$ cat config.mk
export PLATFORM = sky130hd
export DESIGN_NAME = sixty_hold_counter
export DESIGN_NICKNAME = d
export VERILOG_FILES = /design/src/rtl/sixty_hold_pkg.sv /design/src/rtl/sixty_btn_filter.sv /design/src/rtl/sixty_count_core.sv /design/src/rtl/sixty_seg_decode.sv /design/src/rtl/sixty_hold_counter.sv
export SDC_FILE = /design/constraint.sdc
export NUM_CORES = 1
export LEC_CHECK = 0
export BUFFER_PORTS_ARGS = -buffer_cell sky130_fd_sc_hd__buf_2
export CAP_MARGIN = 5
export CORE_MARGIN = 10
export CORE_UTILIZATION = 51
export CTS_CLUSTER_DIAMETER = 30
export DETAILED_ROUTE_END_ITERATION = 10
export PLACE_DENSITY = 0.77
export REMOVE_ABC_BUFFERS = 1
export SLEW_MARGIN = 20
export SYNTH_ARGS = -nofsm -noshare
export SYNTH_HDL_FRONTEND = slang
export SYNTH_SLANG_ARGS = --single-unit
$ cat constraint.sdc
create_clock -name clk -period 2.4 [get_ports clk]
set_input_delay 0.36 -clock clk [delete_from_list [all_inputs] [get_ports clk]]
set_output_delay 0.36 -clock clk [all_outputs]
set_load 0.01 [all_outputs]
$ cat src/rtl/sixty_hold_pkg.sv
package sixty_hold_pkg;
   localparam int UNITS_W   = 4;
   localparam int TENS_W    = 3;
   localparam int SEG_W     = 7;
   localparam int UNITS_TOP = 9;
   localparam int TENS_STOP = 6;
   typedef logic [UNITS_W-1:0] units_t;
   typedef logic [TENS_W-1:0]  tens_t;
   typedef logic [SEG_W-1:0]   seg_t;
endpackage

$ cat src/rtl/sixty_btn_filter.sv
module sixty_btn_filter #(
   parameter int SYNC_STAGES   = 2,
   parameter int STABLE_CYCLES = 16
) (
   input  logic clk,
   input  logic arst_n,
   input  logic raw_i,
   output logic level_o
);
   localparam int CW = (STABLE_CYCLES < 2) ? 1 : $clog2(STABLE_CYCLES);

   if (SYNC_STAGES < 2) begin : g_bad_sync
      $error("SYNC_STAGES must be at least 2");
   end
   if (STABLE_CYCLES < 1) begin : g_bad_stable
      $error("STABLE_CYCLES must be at least 1");
   end

   logic [SYNC_STAGES-1:0] sync_q;
   logic                   synced;

   always_ff @(posedge clk or negedge arst_n) begin
      if (!arst_n) sync_q <= '0;
      else         sync_q <= {sync_q[SYNC_STAGES-2:0], raw_i};
   end
   assign synced = sync_q[SYNC_STAGES-1];

   if (STABLE_CYCLES == 1) begin : g_direct
      logic lvl_q;
      always_ff @(posedge clk or negedge arst_n) begin
         if (!arst_n) lvl_q <= 1'b0;
         else         lvl_q <= synced;
      end
      assign level_o = lvl_q;
   end else begin : g_filter
      logic [CW-1:0] cnt_q;
      logic          lvl_q;
      always_ff @(posedge clk or negedge arst_n) begin
         if (!arst_n) begin
            cnt_q <= '0;
            lvl_q <= 1'b0;
         end else if (synced == lvl_q) begin
            cnt_q <= '0;
         end else if (cnt_q == CW'(STABLE_CYCLES-1)) begin
            cnt_q <= '0;
            lvl_q <= synced;
         end else begin
            cnt_q <= cnt_q + 1'b1;
         end
      end
      assign level_o = lvl_q;

      // the filtered level may only move after a full stable window
      a_r9_window_done: assert property (@(posedge clk) disable iff (!arst_n)
         !$stable(lvl_q) |-> $past(cnt_q) == CW'(STABLE_CYCLES-1));
   end
endmodule

$ cat src/rtl/sixty_count_core.sv
module sixty_count_core
   import sixty_hold_pkg::*;
(
   input  logic   clk,
   input  logic   arst_n,
   input  logic   tick_i,
   input  logic   clr_i,
   output units_t units_o,
   output tens_t  tens_o,
   output logic   held_o
);
   units_t units_q;
   tens_t  tens_q;
   logic   at_stop;
   logic   advance;
   logic   wrap;

   assign at_stop = (tens_q == tens_t'(TENS_STOP));
   assign advance = tick_i && !at_stop;
   assign wrap    = (units_q == units_t'(UNITS_TOP));

   always_ff @(posedge clk or negedge arst_n) begin
      if (!arst_n) begin
         units_q <= '0;
         tens_q  <= '0;
      end else if (clr_i) begin
         units_q <= '0;
         tens_q  <= '0;
      end else if (advance) begin
         if (wrap) begin
            units_q <= '0;
            tens_q  <= tens_q + 1'b1;
         end else begin
            units_q <= units_q + 1'b1;
         end
      end
   end

   assign units_o = units_q;
   assign tens_o  = tens_q;
   assign held_o  = at_stop;

   a_r2_units_range: assert property (@(posedge clk) disable iff (!arst_n)
      units_q <= units_t'(UNITS_TOP));
   a_r4_tens_ceiling: assert property (@(posedge clk) disable iff (!arst_n)
      tens_q <= tens_t'(TENS_STOP));
   a_r4_frozen: assert property (@(posedge clk) disable iff (!arst_n)
      (held_o && !clr_i) |=> ($stable(units_q) && $stable(tens_q)));
   a_r3_carry: assert property (@(posedge clk) disable iff (!arst_n)
      (tick_i && !held_o && !clr_i && units_q == units_t'(UNITS_TOP))
      |=> (units_q == '0 && tens_q == $past(tens_q) + tens_t'(1)));
   a_r6_clear_wins: assert property (@(posedge clk) disable iff (!arst_n)
      clr_i |=> (units_q == '0 && tens_q == '0 && !held_o));
   a_r2_idle: assert property (@(posedge clk) disable iff (!arst_n)
      (!tick_i && !clr_i) |=> ($stable(units_q) && $stable(tens_q)));
endmodule

$ cat src/rtl/sixty_seg_decode.sv
module sixty_seg_decode
   import sixty_hold_pkg::*;
(
   input  logic [UNITS_W-1:0] code_i,
   output seg_t               seg_o
);
   always_comb begin
      case (code_i)
         4'd0:    seg_o = 7'h3F;
         4'd1:    seg_o = 7'h06;
         4'd2:    seg_o = 7'h5B;
         4'd3:    seg_o = 7'h4F;
         4'd4:    seg_o = 7'h66;
         4'd5:    seg_o = 7'h6D;
         4'd6:    seg_o = 7'h7D;
         4'd7:    seg_o = 7'h07;
         4'd8:    seg_o = 7'h7F;
         4'd9:    seg_o = 7'h6F;
         default: seg_o = 7'h00;
      endcase
   end
endmodule

$ cat src/rtl/sixty_hold_counter.sv
module sixty_hold_counter
   import sixty_hold_pkg::*;
#(
   parameter int SYNC_STAGES   = 2,
   parameter int STABLE_CYCLES = 16
) (
   input  logic       clk,
   input  logic       arst_n,
   input  logic       tick_i,
   input  logic       btn_raw_i,
   output logic [3:0] units_o,
   output logic [2:0] tens_o,
   output logic       held_o,
   output logic [6:0] seg_units_o,
   output logic [6:0] seg_tens_o
);
   logic   clr;
   units_t units;
   tens_t  tens;
   logic [UNITS_W-1:0] codes [2];
   seg_t               segs  [2];

   sixty_btn_filter #(
      .SYNC_STAGES  (SYNC_STAGES),
      .STABLE_CYCLES(STABLE_CYCLES)
   ) u_filter (
      .clk    (clk),
      .arst_n (arst_n),
      .raw_i  (btn_raw_i),
      .level_o(clr)
   );

   sixty_count_core u_core (
      .clk    (clk),
      .arst_n (arst_n),
      .tick_i (tick_i),
      .clr_i  (clr),
      .units_o(units),
      .tens_o (tens),
      .held_o (held_o)
   );

   assign codes[0] = units;
   assign codes[1] = {{(UNITS_W-TENS_W){1'b0}}, tens};

   for (genvar d = 0; d < 2; d++) begin : g_digit
      sixty_seg_decode u_dec (
         .code_i(codes[d]),
         .seg_o (segs[d])
      );
   end

   assign units_o     = units;
   assign tens_o      = tens;
   assign seg_units_o = segs[0];
   assign seg_tens_o  = segs[1];

   // a valid digit always lights at least two segments
   a_r8_lit: assert property (@(posedge clk) disable iff (!arst_n)
      $countones(seg_units_o) >= 2 && $countones(seg_tens_o) >= 2);
   // leaving the clear state always starts from 00
   a_r5_release_zero: assert property (@(posedge clk) disable iff (!arst_n)
      $fell(clr) |-> (units_o == 4'd0 && tens_o == 3'd0));
endmodule

==> results_tabular.tex <==
\begin{tabular}{lr}
\hline
Metric & Value \\
\hline
\multicolumn{2}{l}{\textbf{STA}} \\
Max-slew violations & 0 \\
Slew margin rel. & 65.9\% \\
Share of the cycle needed by the critical path after routing & 84.1\% \\
Setup violations, final & 0 \\
Least-Margin Pin Slew & 507 ps \\
Crit path setup slack, layout & 381 ps \\
Sum of negative setup slack & 0 ps \\
Achievable Freq & 0.495 GHz \\
Final number of hold-violating endpoints & 0 \\
Minimum period implied by the final worst setup slack & 2020 ps \\
Unrepaired setup endpoints after global routing & no \\
Setup skew after layout & 6.73 ps \\
\multicolumn{2}{l}{\textbf{Clock tree}} \\
Clock edge transition at the registers on the reported setup and hold paths & 80 ps \\
CTS tree & built \\
Total number of H-tree levels & 1 \\
Buffer type at the clock tree root & clkbuf\_4 \\
Total clock buffers created by CTS & 3 \\
TritonCTS sink count & 14 \\
Buffer depth of the longest clock path & 2 \\
Clock latency at the later pin of the worst-skew pair & 270 ps \\
Post-CTS resize count & 0 \\
Setup repair bufs after CTS & 0 \\
\multicolumn{2}{l}{\textbf{GRT}} \\
Overall overflow remaining after global route & 0 \\
Maximum number of pins on one net before global-route repair & 15 \\
Initial antenna violation count & 0 \\
Global-route met1 utilization & 11.3\% \\
Via count of the first global-routing pass & 755 \\
Wire length of the first global-routing pass & 3.37 mm \\
GRT busiest layer & met2 \\
Total GRT Usage & 9.85\% \\
Met2 demand-to-capacity share in global routing & 16.1\% \\
Global Route met3 Usage & 4.64\% \\
\multicolumn{2}{l}{\textbf{Placed design}} \\
Post-placement setup slack & 613 ps \\
Last weighted congestion value of the routability-driven placer & 0.792 \\
Dpl cells & 159 \\
Input/output buffers & 25 \\
Final HPWL DP & 1.66 mm \\
\multicolumn{2}{l}{\textbf{Yosys}} \\
Number of enable flip-flop cells after synthesis & 0 \\
Share of the synthesized area in compound gates (AO/OA/AOI/OAI) & 17.2\% \\
Yosys warns & 0 \\
Xor and xnor fraction of the mapped netlist area & 1.74\% \\
Proportion of synthesized area in mux cells & 3.23\% \\
Top cells by count, synth & 16 x ha\_1, 14 x dfrtp\_1, 13 x a21oi\_1 \\
Proportion of netlist area held by the largest area contributor & 34.8\% \\
Leading area contributor after synthesis & dfrtp\_1 \\
Largest family of logic cells by synthesized area & adder cells \\
Post-synthesis cell area & 1010 um\^{}2 \\
Adder-cell share of the synthesized area & 19.9\% \\
Synthesized netlist cell count & 112 \\
Share of synthesized area occupied by flip-flops and latches & 34.8\% \\
Count of different cell masters after synthesis & 28 \\
Most instantiated library cell after synthesis & ha\_1 \\
Most area-consuming cells after synthesis & dfrtp\_1 35\%, ha\_1 20\%, a21oi\_1 6.5\%, o21ai\_0 4.5\%, inv\_1 4.1\% \\
Mean Syn Cell Area & 8.98 um\^{}2 \\
Share of flip-flops with an asynchronous set or reset & 100\% \\
Simple-gate portion of the synthesized area & 15.7\% \\
Synth Register Bits & 14 \\
Most used flip-flop cell after synthesis & dfrtp\_1 \\
\multicolumn{2}{l}{\textbf{Cells and area}} \\
Final standard cell count with taps included and fillers excluded & 164 \\
Layout net count & 158 \\
Diodes inserted & 0 \\
Area added between synthesis and finish & 17.0\% \\
Layout cells sized above 1 & 23.4\% \\
Final cell utilization of the core & 61.3\% \\
\multicolumn{2}{l}{\textbf{Critical path}} \\
Worst-path maximum fanout & 8 \\
Reg2Reg Capture Point & u\_core.tens\_o[2] \\
Crit. End Element & output port \\
Crit path largest cell delay & 500 ps \\
Depth of the most critical reg-to-reg path & 5 \\
Arrival time of the worst setup path & 1660 ps \\
Startpoint of the most critical register-to-register path & u\_core.units\_o[1] \\
End point of the critical path & seg\_units\_o[3] \\
Slowest cell on crit path & dfrtp\_1 \\
Worst Setup Path Type & reg2out \\
Worst Setup SP & u\_core.units\_o[0] \\
Kind of launch point of the worst setup path & flip-flop \\
R2R Setup Slk & 600 ps \\
Crit-path cells & inv\_1 > ha\_1 > a21oi\_1 > o21ai\_0 > buf\_2 \\
Required time worst endpoint & 2040 ps \\
\multicolumn{2}{l}{\textbf{Power}} \\
PD cells & 1280 nW/um\^{}2 \\
Peak ir drop on the vdd network & 646 uV \\
Static leakage & 0.603 nW \\
\multicolumn{2}{l}{\textbf{Floorplanning}} \\
Starting density of the core & 52.3\% \\
Die Height & 64.4 um \\
Row cnt & 16 \\
Die area & 4150 um\^{}2 \\
Floorplan die width & 64.4 um \\
Number of placed I/O pins & 26 \\
CORE AREA & 1920 um\^{}2 \\
\multicolumn{2}{l}{\textbf{Route}} \\
Via-per-instance ratio & 5.06 \\
Number of iterations in the first detailed-routing pass & 4 \\
DRC violations left & 0 \\
Routed length per instance & 12.7 um \\
Aggregate routed wire length & 2.09 mm \\
Count of nets left with antenna violations after detail routing & 0 \\
Violation count after the first detailed-route iteration & 23 \\
Routed via count & 830 \\
\multicolumn{2}{l}{\textbf{Flow run}} \\
Count of max-cap constraint violations & 0 \\
\multicolumn{2}{l}{\textbf{Min path}} \\
Worst min-delay path class & in2reg \\
\multicolumn{2}{l}{\textbf{Run status}} \\
Run status & finished, final reports clean \\
\hline
\end{tabular}
placed cells by master (no fill, tap or decap), types with 2 or more instances in the layout:
cell and n:
nor2_1 7, buf_2 25, inv_1 11, nand2_1 7
nor2b_1 3, nand2b_1 2, xnor2_1 2, dfrtp_1 14
clkbuf_4 3, mux2_2 2, ha_1 16, a21oi_1 13
nand3_1 5, a31oi_1 2, or3_1 2, o21ai_0 9
registers in the layout (all words and copies together) (netlist names):
signal / cells
u_filter.g_filter.cnt_q: 4
u_filter.sync_q: 2
u_core.tens_o: 3
u_filter.level_o: 1
u_core.units_o: 4
cell type report:
class                   instances  area (um^2)
fillers                       168          744
multi-input cells              82          581
flip-flops and latches         14          350
repair buffers                 26          135
inverters                      11         41.3
clock buffers                   4         36.3
well taps                      27         33.8
worst min path at each step:
| stage | from | to | depth (start not counted) |
|---|---|---|---|
| after CTS | btn_raw_i | u_filter.sync_q[0] | 1 |
| after detailed placement | arst_n | u_core.tens_o[1] | 1 |
| after global routing | btn_raw_i | u_filter.sync_q[0] | 1 |
| after global placement | arst_n | u_core.tens_o[1] | 1 |
| after floorplan | arst_n | u_core.tens_o[0] | 0 |
| final | btn_raw_i | u_filter.sync_q[0] | 1 |
layer usage:
metal / part of all wire (%) / vias to the layer above / wire (um)
li1: - / 427 / -
met1: 44 / 371 / 926
met2: 46 / 28 / 961
met3: 8.4 / 4 / 176
met4: 1.2 / 0 / 25
met5: 0 / - / 0
cells by family (layout without fill, tap and decap cells):
group | count (synthesis) | in the layout
compound gates | 30 | 30
xor+xnor | 2 | 2
fa+ha+maj | 16 | 16
buf+inv | 16 | 41
flops | 14 | 14
mux | 3 | 3
simple gates | 31 | 31
stage by stage:
step / hold slack [ps] / power (mW) / area [um^2]
6_report: 191 / 1.51 / 1180
3_5_place_dp: 272 / 1.36 / 1130
5_1_grt: 175 / 1.67 / 1180
2_1_floorplan: 64.4 / 0.990 / 972
4_1_cts: 179 / 1.53 / 1180
3_3_place_gp: 262 / 1.33 / 1130
critical path: cells and delay by family, from the launching register on:
family / cells / cell delay (ps)
flops: 1 / 500
fa+ha+maj: 1 / 340
buf+inv: 2 / 340
compound gates: 2 / 200
timing repair:
item,4_1_cts,5_1_grt
hold endpoints to repair,14,0
hold buffers,1,0
setup endpoints to repair,0,0
where the power goes:
part,switching (mW),internal (mW)
logic,0.520,0.386
registers,0.140,0.296
clock network,0.0722,0.0922
total,0.732,0.775
Power figures use the tool's default switching activity.
